===== src/rtl/restart_irq_pkg.sv =====
package restart_irq_pkg;
  typedef enum logic [2:0] {
    SRC_NONE = 3'd0,
    SRC_TRAP = 3'd1,
    SRC_R55  = 3'd2,
    SRC_R65  = 3'd3,
    SRC_R75  = 3'd4,
    SRC_INTR = 3'd5
  } irq_src_e;

  localparam int N_RST      = 3;
  localparam int SM_MSE_BIT = 3;
  localparam int SM_CLR_BIT = 4;
  localparam int SM_SOE_BIT = 6;
  localparam int SM_SOD_BIT = 7;

  // vector slot: trap 0, restart lines 1..N_RST
  function automatic int src_slot(irq_src_e s);
    case (s)
      SRC_R55: return 1;
      SRC_R65: return 2;
      SRC_R75: return 3;
      default: return 0;
    endcase
  endfunction
endpackage


===== src/rtl/restart_irq_edge.sv =====
module restart_irq_edge #(
  parameter bit HOLD_LEVEL = 1'b0
) (
  input  logic clk_i,
  input  logic rst_ni,
  input  logic in_i,
  input  logic clr_i,
  output logic pend_o
);
  logic prev_q, lat_q, lat_d, rise;

  assign rise = in_i & ~prev_q;

  generate
    if (HOLD_LEVEL) begin : g_hold
      assign lat_d = (lat_q | rise) & in_i & ~clr_i;
    end else begin : g_sticky
      assign lat_d = (lat_q | rise) & ~clr_i;
    end
  endgenerate

  always_ff @(posedge clk_i or negedge rst_ni) begin
    if (!rst_ni) begin
      prev_q <= 1'b0;
      lat_q  <= 1'b0;
    end else begin
      prev_q <= in_i;
      lat_q  <= lat_d;
    end
  end

  assign pend_o = lat_q;
endmodule


===== src/rtl/restart_irq_regs.sv =====
module restart_irq_regs
  import restart_irq_pkg::*;
(
  input  logic             clk_i,
  input  logic             rst_ni,
  input  logic             ei_i,
  input  logic             di_i,
  input  logic             ie_clr_i,
  input  logic             sim_wr_i,
  input  logic [7:0]       sim_data_i,
  output logic [N_RST-1:0] mask_o,
  output logic             ie_o,
  output logic             sod_o
);
  logic [N_RST-1:0] mask_q;
  logic             ie_q, sod_q;

  always_ff @(posedge clk_i or negedge rst_ni) begin
    if (!rst_ni) begin
      ie_q <= 1'b0;
    end else if (ie_clr_i || di_i) begin
      ie_q <= 1'b0;
    end else if (ei_i) begin
      ie_q <= 1'b1;
    end
  end

  generate
    for (genvar i = 0; i < N_RST; i++) begin : g_mask
      always_ff @(posedge clk_i or negedge rst_ni) begin
        if (!rst_ni) mask_q[i] <= 1'b1;
        else if (sim_wr_i && sim_data_i[SM_MSE_BIT]) mask_q[i] <= sim_data_i[i];
      end
    end
  endgenerate

  always_ff @(posedge clk_i or negedge rst_ni) begin
    if (!rst_ni) sod_q <= 1'b0;
    else if (sim_wr_i && sim_data_i[SM_SOE_BIT]) sod_q <= sim_data_i[SM_SOD_BIT];
  end

  assign mask_o = mask_q;
  assign ie_o   = ie_q;
  assign sod_o  = sod_q;
endmodule


===== src/rtl/restart_irq_arb.sv =====
module restart_irq_arb
  import restart_irq_pkg::*;
(
  input  logic             trap_i,
  input  logic [N_RST-1:0] rst_pend_i,
  input  logic [N_RST-1:0] mask_i,
  input  logic             ie_i,
  input  logic             intr_i,
  output irq_src_e         src_o
);
  logic [N_RST-1:0] live;
  assign live = rst_pend_i & ~mask_i & {N_RST{ie_i}};

  always_comb begin
    src_o = SRC_NONE;
    if (intr_i && ie_i) src_o = SRC_INTR;
    // ascending scan: higher line overrides lower
    for (int i = 0; i < N_RST; i++) begin
      if (live[i]) src_o = irq_src_e'(int'(SRC_R55) + i);
    end
    if (trap_i) src_o = SRC_TRAP;
  end
endmodule


===== src/rtl/restart_irq_ctrl.sv =====
module restart_irq_ctrl
  import restart_irq_pkg::*;
#(
  parameter int VEC_W    = 16,
  parameter int VEC_BASE = 'h24,
  parameter int VEC_STEP = 8
) (
  input  logic             clk_i,
  input  logic             rst_ni,
  input  logic             sample_i,
  input  logic             trap_i,
  input  logic             rst55_i,
  input  logic             rst65_i,
  input  logic             rst75_i,
  input  logic             intr_i,
  input  logic             ei_i,
  input  logic             di_i,
  input  logic             sim_wr_i,
  input  logic [7:0]       sim_data_i,
  input  logic             sid_i,
  output logic             accept_o,
  output logic             vec_valid_o,
  output logic [VEC_W-1:0] vec_o,
  output logic             inta_o,
  output logic             pc_hold_o,
  output logic [7:0]       rim_o,
  output logic             sod_o
);
  logic             trap_pend, r75_pend;
  logic [N_RST-1:0] rst_pend, mask;
  logic             ie;
  irq_src_e         src;
  logic             take, take_trap, take_r75, take_mask;
  logic             r75_clr;

  logic             accept_q, vvalid_q, inta_q;
  logic [VEC_W-1:0] vec_q, vec_d;

  restart_irq_edge #(.HOLD_LEVEL(1'b1)) u_trap (
    .clk_i (clk_i), .rst_ni(rst_ni), .in_i(trap_i),
    .clr_i (take_trap), .pend_o(trap_pend)
  );

  restart_irq_edge #(.HOLD_LEVEL(1'b0)) u_r75 (
    .clk_i (clk_i), .rst_ni(rst_ni), .in_i(rst75_i),
    .clr_i (r75_clr), .pend_o(r75_pend)
  );

  assign rst_pend = {r75_pend, rst65_i, rst55_i};

  restart_irq_regs u_regs (
    .clk_i     (clk_i),
    .rst_ni    (rst_ni),
    .ei_i      (ei_i),
    .di_i      (di_i),
    .ie_clr_i  (take_mask),
    .sim_wr_i  (sim_wr_i),
    .sim_data_i(sim_data_i),
    .mask_o    (mask),
    .ie_o      (ie),
    .sod_o     (sod_o)
  );

  restart_irq_arb u_arb (
    .trap_i    (trap_pend),
    .rst_pend_i(rst_pend),
    .mask_i    (mask),
    .ie_i      (ie),
    .intr_i    (intr_i),
    .src_o     (src)
  );

  assign take      = sample_i && (src != SRC_NONE);
  assign take_trap = take && (src == SRC_TRAP);
  assign take_r75  = take && (src == SRC_R75);
  assign take_mask = take && (src != SRC_TRAP);
  assign r75_clr   = take_r75 || (sim_wr_i && sim_data_i[SM_CLR_BIT]);

  assign vec_d = VEC_W'(VEC_BASE + VEC_STEP * src_slot(src));

  always_ff @(posedge clk_i or negedge rst_ni) begin
    if (!rst_ni) begin
      accept_q <= 1'b0;
      vvalid_q <= 1'b0;
      inta_q   <= 1'b0;
      vec_q    <= '0;
    end else begin
      accept_q <= take;
      vvalid_q <= take && (src != SRC_INTR);
      inta_q   <= take && (src == SRC_INTR);
      vec_q    <= (take && (src != SRC_INTR)) ? vec_d : '0;
    end
  end

  assign accept_o    = accept_q;
  assign vec_valid_o = vvalid_q;
  assign vec_o       = vec_q;
  assign inta_o      = inta_q;
  assign pc_hold_o   = inta_q;
  assign rim_o       = {sid_i, rst_pend, ie, mask};
endmodule


===== config.mk =====
export PLATFORM = sky130hd
export DESIGN_NAME = restart_irq_ctrl
export DESIGN_NICKNAME = d
export VERILOG_FILES = /design/src/rtl/restart_irq_pkg.sv /design/src/rtl/restart_irq_edge.sv /design/src/rtl/restart_irq_regs.sv /design/src/rtl/restart_irq_arb.sv /design/src/rtl/restart_irq_ctrl.sv
export SDC_FILE = /design/constraint.sdc
export NUM_CORES = 1
export LEC_CHECK = 0
export BUFFER_PORTS_ARGS = -buffer_cell sky130_fd_sc_hd__buf_4
export CORE_MARGIN = 5
export CORE_UTILIZATION = 44
export DETAILED_ROUTE_END_ITERATION = 7
export PLACE_DENSITY = 0.81
export SLEW_MARGIN = 0
export SYNTH_ARGS = -nofsm -noshare
export SYNTH_HDL_FRONTEND = slang
export SYNTH_SLANG_ARGS = --single-unit

===== constraint.sdc =====
create_clock -name clk_i -period 2.1 [get_ports clk_i]
set_clock_uncertainty 0.15 [all_clocks]
set_input_delay 0.42 -clock clk_i [delete_from_list [all_inputs] [get_ports clk_i]]
set_output_delay 0.42 -clock clk_i [all_outputs]
set_load 0.05 [all_outputs]

==> results of run 1 <==
## layout by cell type (no fill, tap or decap), types with 2 or more instances in the layout
cell / n
sky130_fd_sc_hd__a21oi_1: 3
sky130_fd_sc_hd__buf_4: 33
sky130_fd_sc_hd__clkbuf_4: 3
sky130_fd_sc_hd__conb_1: 12
sky130_fd_sc_hd__dfrtp_1: 11
sky130_fd_sc_hd__dfstp_2: 3
sky130_fd_sc_hd__mux2_2: 4
sky130_fd_sc_hd__nand2_1: 6
sky130_fd_sc_hd__nor2_1: 4
sky130_fd_sc_hd__nor2b_4: 2
sky130_fd_sc_hd__nor4_2: 2
sky130_fd_sc_hd__o21ai_0: 2
## metal layers
metal | vias to the layer above | wire [um] | part of all wire, % | track usage (%)
li1 | 259 | - | - | -
met1 | 263 | 506 | 35 | 14.0
met2 | 27 | 756 | 53 | 19.2
met3 | 0 | 172 | 12 | 4.58
met4 | 0 | 0 | 0 | 6.11
met5 | - | 0 | 0 | 0
## final timing paths
kind                                  start          endpoint  slack, ns  cells past startpoint
min reg2reg                    u_regs.sod_o      u_regs.sod_o       0.37                      1
min                                  trap_i     u_trap.prev_q       0.11                      1
min in group asynchronous            rst_ni       u_regs.ie_o       0.37                      2
max                             u_regs.ie_o          rim_o[3]       0.48                      1
max in group asynchronous            rst_ni  u_regs.mask_o[2]       1.19                      2
max reg2reg                u_regs.mask_o[0]          accept_o       0.78                      3
## report_power, final
| group | switching [uW] | internal (uW) | total [uW] |
|---|---|---|---|
| sequential | 22.3 | 301 | 323 |
| clock | 81.0 | 73.5 | 154 |
| combinational | 196 | 89.1 | 285 |
| total | 299 | 463 | 762 |
## state kept, by name, summed over array words and instances, names as in the netlist
register       count
inta_o             1
u_trap.prev_q      1
accept_o           1
u_r75.pend_o       1
u_trap.pend_o      1
u_regs.ie_o        1
vec_o              3
u_r75.prev_q       1
u_regs.sod_o       1
u_regs.mask_o      3
## final cells by class
type                    instances  area [um2]  share of cell area (%)
well taps                      25        31.3                    3.21
multi-input cells              46         300                    30.8
inverters                       1        3.75                   0.386
flip-flops and latches         14         354                    36.4
clock buffers                   4        26.3                    2.70
repair buffers                 34         258                    26.5
## per-stage QoR
stage | hold WS (ns) | std cells | utilization, % | power, uW | cell area, um2
final | 0.109 | 124 | 57.0 | 762 | 973
after global routing | 0.0817 | 124 | 57.0 | 810 | 973
after CTS | 0.101 | 124 | 57.0 | 773 | 973
after detailed placement | 0.127 | 119 | 54.9 | 613 | 937
after global placement | 0.124 | 119 | 54.9 | 608 | 937
after floorplan | -0.0256 | 82 | - | 565 | 820
## kinds of logic after synthesis
group / after synthesis / synth area share (%)
other cells: 1 / 0.482
compound gates: 8 / 7.07
flops: 14 / 45.5
buf+inv: 22 / 21.2
mux: 4 / 5.79
simple gates: 22 / 19.9
## what timing repair did
item                       CTS  global route
setup endpoints to repair    0             0
setup buffers                0             0
hold endpoints to repair    11             0
hold buffers                 1             0
==> metrics.log, run 1 <==
[metrics] Largest delay share family, worst path: flip-flops
[metrics] # resized after CTS: 0
[metrics] via total after detailed routing: about 550
[metrics] crit-path max FO: 10
[metrics] pin count of the biggest net entering global routing: 15
[metrics] share of post-route cells with drive strength above 1: 51.5%
[metrics] RSZ-0062 raised after global routing: false
[metrics] starting density of the core: 45.6%
[metrics] clock transition at the registers of the reported paths: 0.08 ns
[metrics] buffering stage count on the worst path with inverters included: 1
[metrics] max_cap viols: 0
[metrics] max-slew violation count: 0
[metrics] cells traversed along the worst timing path: buf_4
[metrics] ant diodes: 0
[metrics] area of the core region: 1710 um2
[metrics] total grt overflow: 0
[metrics] Layout Nets: 120
[metrics] critical path type: flip-flop to output pin
[metrics] relative area change from synthesis to final layout: 25.1%
[metrics] Routed wire per std cell: 11.6 um
[metrics] aggregate routed wire length: roughly 1400 um
[metrics] slowest stage cell on the critical path: sky130_fd_sc_hd__dfrtp_1
[metrics] arrival time reported for the critical path endpoint: 1.05 ns
[metrics] area enclosed by the die boundary: 2710 um2
[metrics] router iterations before antenna repair: 2
[metrics] drc violations: 0
[metrics] largest area contributor in the synthesized netlist: sky130_fd_sc_hd__dfrtp_1
[metrics] Sinks on Clock Net: 14
[metrics] standby leakage power: 0.000487 uW
[metrics] Post-synth top cells: sky130_fd_sc_hd__buf_4 (20), sky130_fd_sc_hd__dfrtp_1 (11), sky130_fd_sc_hd__nand2_1 (6)
[metrics] clock latency at the later pin of the worst-skew pair: between 0.2 and 0.3 ns
[metrics] Syn Area/Cell: around 11 um2
[metrics] Boundary Pins: 49
[metrics] fraction of post-synthesis cell area in the top cell type by area: between 30 and 40%
[metrics] Final HPWL DP: 1190 um
[metrics] first-iteration detailed-routing DRC count: 2
[metrics] post-placement worst setup slack: 0.696 ns
[metrics] Cells after Synth: 71
[metrics] all-layer global routing usage: between 10% and 20%
[metrics] port bufs: 33
[metrics] buffer cell driving the clock tree root: sky130_fd_sc_hd__clkbuf_4
[metrics] final clock period utilization by the worst path: 77.1%
[metrics] H-tree lvl count: 1
[metrics] routability cong.: 0.819
[metrics] number of vias per cell after detailed routing: between 4 and 5
[metrics] part of the Yosys area used for sequential elements: 45.5%
[metrics] Setup-failing EPs final: 0
[metrics] via count of the first global-routing pass: about 530
[metrics] number of fillers in the final layout: around 150
[metrics] synth unique cells: 24
[metrics] count of yosys warnings during synthesis: 0
[metrics] WP data required: approximately 1.5 ns
[metrics] Setup crit end kind: output pin
[metrics] Final TNS setup: 0 ns
[metrics] Startpoint Class: flip-flop
[metrics] largest buffer count on any clock path: 2
[metrics] most used standard cell by instance count after synthesis: sky130_fd_sc_hd__buf_4
[metrics] CTS tree: yes
[metrics] classification of the worst-slack hold path: input pin to flip-flop
[metrics] die width: roughly 52 um
[metrics] most common flop cell mapped by yosys: sky130_fd_sc_hd__dfrtp_1
[metrics] outcome: completed
[metrics] maximum frequency from static timing analysis: approximately 600 MHz
[metrics] PD cells: 783 nW/um2
[metrics] Final Hold Violating Endpoints: 0
[metrics] std cell rows: 15
[metrics] CTS Buf Count: 3
[metrics] initial antenna violation count: 0
[metrics] Max VDD drop: 0.421 mV
[metrics] wire length of the first global-routing pass: 2350 um
[metrics] vertical die dimension: 52.1 um
[metrics] biggest area contributors in the synthesized netlist: sky130_fd_sc_hd__dfrtp_1 (35%), sky130_fd_sc_hd__buf_4 (19%), sky130_fd_sc_hd__dfstp_2 (10%)
[metrics] post-synthesis sequential element count: 14
[metrics] DRT antenna net count: 0
[metrics] count of flip-flops with a built-in enable after synthesis: 0
[metrics] Synth Cell Area: a little under 800 um2
[metrics] proportion of synthesized flip-flops having asynchronous set or reset: 100%
[metrics] delay of the slowest cell on the worst path: around 0.52 ns
[metrics] crit path setup slack, layout: between 0.4 and 0.5 ns
[metrics] Min Clock Period, post-route: 1.62 ns
Power figures use the tool's default switching activity.
==> run 2, diff against run 1 <==
- CORE_UTILIZATION: 44 -> 41
- PLACE_DENSITY: 0.81 -> 0.76
- clock period: 2.1 -> 1.5 ns (I/O delays scaled with it)
==> metrics.log, run 2 (synthesis gave the netlist of run 1 again) <==
[metrics] outcome: completed
[metrics] Max VDD drop: 0.775 mV (+84%)
[metrics] Setup crit end kind: output pin
[metrics] largest buffer count on any clock path: 2 (unchanged)
[metrics] arrival time reported for the critical path endpoint: 1.03 ns (-0.02 ns)
[metrics] area enclosed by the die boundary: 2870 um2 (+5.9%)
[metrics] Largest delay share family, worst path: flip-flops
[metrics] final clock period utilization by the worst path: a little over nine tenths
[metrics] max_cap viols: 0 (unchanged)
[metrics] maximum frequency from static timing analysis: approximately 680 MHz
[metrics] router iterations before antenna repair: 2 (unchanged)
[metrics] die width: 53.6 um (+2.9%)
[metrics] critical path type: flip-flop to output pin
[metrics] number of vias per cell after detailed routing: 4.29 (-3.0%)
[metrics] initial antenna violation count: 0 (unchanged)
[metrics] wire length of the first global-routing pass: 2140 um (-8.8%)
[metrics] most common cell after layout, fill and taps aside: sky130_fd_sc_hd__buf_4
[metrics] first-iteration detailed-routing DRC count: 4 (+2)
[metrics] slowest stage cell on the critical path: sky130_fd_sc_hd__dfstp_2
[metrics] share of post-route cells with drive strength above 1: 52.5% (+0.96 points)
[metrics] WP data required: 1.05 ns (-0.48 ns)
[metrics] Met3 Routed Length: 144 um (-16%)
[metrics] starting density of the core: 44.1% (-1.5 points)
[metrics] CTS Buf Count: 3 (unchanged)
[metrics] standby leakage power: 0.000505 uW (+3.7%)
[metrics] number of setup buffers added after CTS: 0 (unchanged)
[metrics] Min Clock Period, post-route: around 1.5 ns
[metrics] cells traversed along the worst timing path: buf_8
[metrics] commonest cells after routing, fill and taps aside: sky130_fd_sc_hd__buf_4 (30), sky130_fd_sc_hd__conb_1 (12), sky130_fd_sc_hd__dfrtp_1 (10)
[metrics] port bufs: 33 (unchanged)
[metrics] Startpoint Class: flip-flop
[metrics] aggregate routed wire length: 1550 um (+7.7%)
[metrics] Boundary Pins: 49 (unchanged)
[metrics] Final Hold Violating Endpoints: 0 (unchanged)
[metrics] placed inst area: 937 um2 (unchanged)
[metrics] final std cell area, no fill: 1020 um2 (+4.8%)
[metrics] CTS tree: yes
[metrics] clock transition at the registers of the reported paths: 0.08 ns (about the same)
[metrics] vertical die dimension: 53.6 um (+2.9%)
[metrics] std cell rows: 15 (unchanged)
[metrics] final cell utilization of the core: 57.8% (+0.81 points)
[metrics] relative area change from synthesis to final layout: 31.0%
[metrics] highest layer used for signal routing: met4
[metrics] crit-path max FO: 3 (-7)
[metrics] DRT antenna net count: 0 (unchanged)
[metrics] H-tree lvl count: 1 (unchanged)
[metrics] delay of the slowest cell on the worst path: 0.59 ns (+0.07 ns)
[metrics] area of the core region: 1760 um2 (+3.3%)
[metrics] routability cong.: 0.717 (-12%)
[metrics] via count of the first global-routing pass: 501 (-4.6%)
[metrics] clock latency at the later pin of the worst-skew pair: 0.28 ns (about the same)
[metrics] PD cells: 1120 nW/um2 (+43%)
[metrics] number of fillers in the final layout: 160 (+8.1%)
[metrics] buffering stage count on the worst path with inverters included: 1 (unchanged)
[metrics] drc violations: 0 (unchanged)
[metrics] via total after detailed routing: 541 (-1.5%)
[metrics] worst hold margin: 0.0401 ns (-0.0687 ns)
[metrics] max-slew violation count: 0 (unchanged)
[metrics] Setup-failing EPs final: 0 (unchanged)
[metrics] pin count of the biggest net entering global routing: 15 (unchanged)
[metrics] Met1 Wirelength: 518 um (+2.4%)
[metrics] Layout Nets: 122 (+1.7%)
[metrics] Final Power: 1140 uW (+49%)
[metrics] RSZ-0062 raised after global routing: true
[metrics] Final HPWL DP: 1250 um (+5.0%)
[metrics] routed length on met2: 846 um (+12%)
[metrics] Sinks on Clock Net: 14 (unchanged)
[metrics] Routed wire per std cell: 12.3 um (+6.0%)
[metrics] total grt overflow: 0 (unchanged)
[metrics] ant diodes: 0 (unchanged)
[metrics] buffer cell driving the clock tree root: sky130_fd_sc_hd__clkbuf_4
[metrics] classification of the worst-slack hold path: input pin to flip-flop
[metrics] all-layer global routing usage: 10.5% (-1.6 points)
run 2: changes by cell type in the layout (fill, tap and decap cells not counted):
cell,previous run,this run
sky130_fd_sc_hd__buf_4,33,30
sky130_fd_sc_hd__buf_6,0,2
sky130_fd_sc_hd__buf_8,0,1
sky130_fd_sc_hd__clkbuf_1,1,0
sky130_fd_sc_hd__clkbuf_8,0,1
sky130_fd_sc_hd__dfrtp_1,11,10
sky130_fd_sc_hd__dfrtp_2,0,1
sky130_fd_sc_hd__dlygate4sd3_1,1,3
run 2: worst reg2reg max path, delay by kind of cell (launching register included):
| family | cells | cell delay, ns |
|---|---|---|
| AOI/OAI and AO/OA | 1 | 0.14 |
| and+or+nand+nor | 2 | 0.33 |
| DFF | 1 | 0.59 |
run 2: repair_timing:
item | CTS | global route
endpoints found under the setup margin | 2 | 3
gates resized for setup | 2 | 3
pin swaps | 0 | 0
hold endpoints to repair | 16 | 0
hold buffers | 3 | 0
run 2: layout make-up:
class | count | area [um2] | area share (%)
Inverter | 1 | 3.75 | 0.368
Tap cell | 25 | 31.3 | 3.07
Sequential cell | 14 | 355 | 34.8
Clock buffer | 4 | 36.3 | 3.56
Timing Repair Buffer | 36 | 293 | 28.7
Multi-Input combinational cell | 46 | 300 | 29.4
run 2: report_power, final:
| part | total [uW] | switching, uW | leakage, uW | internal [uW] |
|---|---|---|---|---|
| Sequential | 457 | 35.3 | 0.000170 | 422 |
| Clock | 267 | 119 | 0.0000210 | 148 |
| Combinational | 414 | 275 | 0.000313 | 139 |
run 2: path summary, 6_finish.rpt:
check                              endpoint              from  slack [ns]  cells past startpoint
max in group asynchronous  u_regs.mask_o[2]            rst_ni        0.71                      2
max                                rim_o[0]  u_regs.mask_o[0]        0.02                      1
min in group asynchronous            inta_o            rst_ni        0.25                      2
min reg2reg                    u_regs.sod_o      u_regs.sod_o        0.36                      1
max reg2reg                        accept_o  u_regs.mask_o[0]        0.16                      3
min                            u_r75.pend_o     sim_data_i[4]        0.04                      2
run 2: metrics by stage:
stage          instances  TNS [ns]  worst slack [ns]
3_5_place_dp         119         0             0.186
6_report             126         0            0.0214
3_3_place_gp         119         0             0.203
5_1_grt              126  -0.00760          -0.00760
2_1_floorplan         82         0            0.0646
4_1_cts              126         0           0.00500
run 2: layer usage:
layer  GRT usage (%)  vias to the layer above
li1                -                      261
met1            10.1                      247
met2            19.4                       29
met3            3.32                        4
met4            6.38                        0
met5               0                        -
==> run 3, diff against run 2 <==
- CORE_UTILIZATION: 41 -> 40
- PLACE_DENSITY: 0.76 -> 0.75
==> metrics.log, run 3 (synthesis gave the netlist of run 1 again) <==
[metrics] relative area change from synthesis to final layout: 30.1%
[metrics] final cell utilization of the core: 53.2% (-4.6 points)
[metrics] Final HPWL DP: 1220 um (-2.9%)
[metrics] commonest cells after routing, fill and taps aside: sky130_fd_sc_hd__buf_4 (30), sky130_fd_sc_hd__conb_1 (12), sky130_fd_sc_hd__dfrtp_1 (10)
[metrics] router iterations before antenna repair: 4 (+2)
[metrics] WP data required: 1.05 ns (about the same)
[metrics] end of the worst hold path: u_r75.pend_o
[metrics] CTS tree: yes
[metrics] hold depth: 2 (unchanged)
[metrics] worst reg2reg endpoint: accept_o
[metrics] Startpoint Class: flip-flop
[metrics] max_cap viols: 0 (unchanged)
[metrics] critical path type: flip-flop to output pin
[metrics] crit-path max FO: 3 (unchanged)
[metrics] Boundary Pins: 49 (unchanged)
[metrics] maximum frequency from static timing analysis: 678 MHz (+0.31%)
[metrics] RSZ-0062 raised after global routing: true
[metrics] starting density of the core: 40.9% (-3.2 points)
[metrics] all-layer global routing usage: 10.9% (+0.33 points)
[metrics] Min Clock Period, post-route: 1.47 ns (-0.00457 ns)
[metrics] standby leakage power: 0.000499 uW (-1.2%)
[metrics] PD cells: 1080 nW/um2 (-3.6%)
[metrics] DRT antenna net count: 0 (unchanged)
[metrics] total net switching power: 426 uW (-0.92%)
[metrics] via count of the first global-routing pass: 502 (+0.20%)
[metrics] ant diodes: 0 (unchanged)
[metrics] buffering stage count on the worst path with inverters included: 1 (unchanged)
[metrics] wire length of the first global-routing pass: 2210 um (+3.5%)
[metrics] number of vias per cell after detailed routing: 4.31 (+0.44%)
[metrics] Routed wire per std cell: 12.4 um (+1.0%)
[metrics] outcome: completed
[metrics] buffer cell driving the clock tree root: sky130_fd_sc_hd__clkbuf_4
[metrics] crit path setup slack, layout: 0.0259 ns (+0.00457 ns)
[metrics] clock transition at the registers of the reported paths: 0.08 ns (about the same)
[metrics] H-tree lvl count: 1 (unchanged)
[metrics] share of post-route cells with drive strength above 1: 51.5% (-0.99 points)
[metrics] Non-Filler Instances: 128 (+1.6%)
[metrics] die width: 54.1 um (+1.0%)
[metrics] Setup-failing EPs final: 0 (unchanged)
[metrics] final clock period utilization by the worst path: 98.3% (-0.30 points)
[metrics] Final Power: 1090 uW (-4.3%)
[metrics] Final Hold Violating Endpoints: 0 (unchanged)
[metrics] cells traversed along the worst timing path: buf_8
[metrics] delay of the slowest cell on the worst path: 0.59 ns (about the same)
[metrics] share of total power consumed by net switching: 39.1% (+1.3 points)
[metrics] vertical die dimension: 54.1 um (+1.0%)
[metrics] via total after detailed routing: 552 (+2.0%)
[metrics] Hold Crit Start: sim_data_i[4]
[metrics] CTS Buf Count: 3 (unchanged)
[metrics] depth of the most critical reg-to-reg path: 3 (unchanged)
[metrics] Layout Nets: 122 (unchanged)
[metrics] power share of the combinational group: 38.1% (+1.7 points)
[metrics] first-iteration detailed-routing DRC count: 10 (+6)
[metrics] cell internal pwr: 663 uW (-6.3%)
[metrics] port bufs: 33 (unchanged)
[metrics] drc violations: 0 (unchanged)
[metrics] clock latency at the later pin of the worst-skew pair: 0.27 ns (about the same)
[metrics] Largest delay share family, worst path: flip-flops
[metrics] area of the core region: 1900 um2 (+7.8%)
[metrics] classification of the worst-slack hold path: input pin to flip-flop
[metrics] sequential power share: 42.1% (+1.9 points)
[metrics] largest buffer count on any clock path: 2 (unchanged)
[metrics] arrival time reported for the critical path endpoint: 1.02 ns (about the same)
[metrics] launch instance of the worst register-to-register path: u_regs.mask_o[0]
[metrics] total grt overflow: 0 (unchanged)
[metrics] initial antenna violation count: 0 (unchanged)
[metrics] post-placement worst setup slack: 0.157 ns (-0.0284 ns)
[metrics] pin count of the biggest net entering global routing: 15 (unchanged)
[metrics] routability cong.: 0.804 (+12%)
[metrics] slowest stage cell on the critical path: sky130_fd_sc_hd__dfstp_2
[metrics] Max VDD drop: 0.523 mV (-33%)
[metrics] Sinks on Clock Net: 14 (unchanged)
[metrics] Cell Count Post-Placement: 121 (+1.7%)
[metrics] clock power share: 19.8% (-3.7 points)
[metrics] most common cell after layout, fill and taps aside: sky130_fd_sc_hd__buf_4
[metrics] aggregate routed wire length: 1590 um (+2.7%)
[metrics] Setup crit end kind: output pin
[metrics] area enclosed by the die boundary: 2930 um2 (+2.0%)
[metrics] std cell rows: 16 (+1)
[metrics] worst setup slack for register-to-register paths: 0.14 ns (-0.02 ns)
[metrics] max-slew violation count: 0 (unchanged)
-- run 3: power by group through the flow --
| stage | registers (uW) | logic [uW] | clock network (uW) |
|---|---|---|---|
| 3_5_place_dp | 461 | 398 | 0 |
| 4_1_cts | 455 | 408 | 227 |
| 5_1_grt | 463 | 436 | 248 |
| 6_report | 458 | 415 | 216 |
| 3_3_place_gp | 457 | 393 | 0 |
| 2_1_floorplan | 541 | 251 | 0 |
-- run 3: worst max-delay path by stage --
stage / startpoint / depth (start not counted) / slack, ns / endpoint
after floorplan: u_regs.mask_o[0] / 3 / 0.06 / accept_o
after global placement: u_regs.mask_o[0] / 3 / 0.20 / accept_o
after detailed placement: u_regs.mask_o[0] / 3 / 0.16 / accept_o
after CTS: u_regs.mask_o[2] / 1 / 0.02 / rim_o[2]
after global routing: u_regs.mask_o[0] / 1 / -0.01 / rim_o[0]
final: u_regs.mask_o[0] / 1 / 0.03 / rim_o[0]
-- run 3: routing by layer --
| metal | GRT usage (%) | up-vias | part of all wire (%) |
|---|---|---|---|
| li1 | - | 261 | - |
| met1 | 12.5 | 261 | 36 |
| met2 | 18.5 | 28 | 53 |
| met3 | 2.77 | 2 | 9.5 |
| met4 | 5.39 | 0 | 1.3 |
| met5 | 0 | - | 0 |
-- run 3: worst register-to-register path, stage by stage (launching register included) --
cell,delay [ns]
sky130_fd_sc_hd__dfstp_2,0.59
sky130_fd_sc_hd__nor2b_4,0.07
sky130_fd_sc_hd__nor4_2,0.30
sky130_fd_sc_hd__o21ai_0,0.13
-- run 3: what timing repair did --
item,CTS,global route
gates cloned,0,0
hold buffers,3,0
pin swaps,0,0
buffers inserted,0,0
hold endpoints to repair,16,0
gates resized for setup,2,3
endpoints found under the setup margin,2,3
-- run 3: layout make-up --
class	count	area, um2
inverters	1	3.75
multi-input cells	46	300
clock buffers	4	26.3
flip-flops and latches	14	355
fillers	174	890
repair buffers	36	293
well taps	27	33.8
-- run 3: metrics by stage --
| step | hold slack, ns | setup TNS, ns | instance area (um2) |
|---|---|---|---|
| after CTS | 0.0397 | 0 | 1000 |
| after detailed placement | 0.00740 | 0 | 940 |
| after global placement | 0.00424 | 0 | 940 |
| after global routing | 0.0279 | -0.00959 | 1010 |
| after floorplan | -0.146 | 0 | 820 |
| final | 0.0459 | 0 | 1010 |
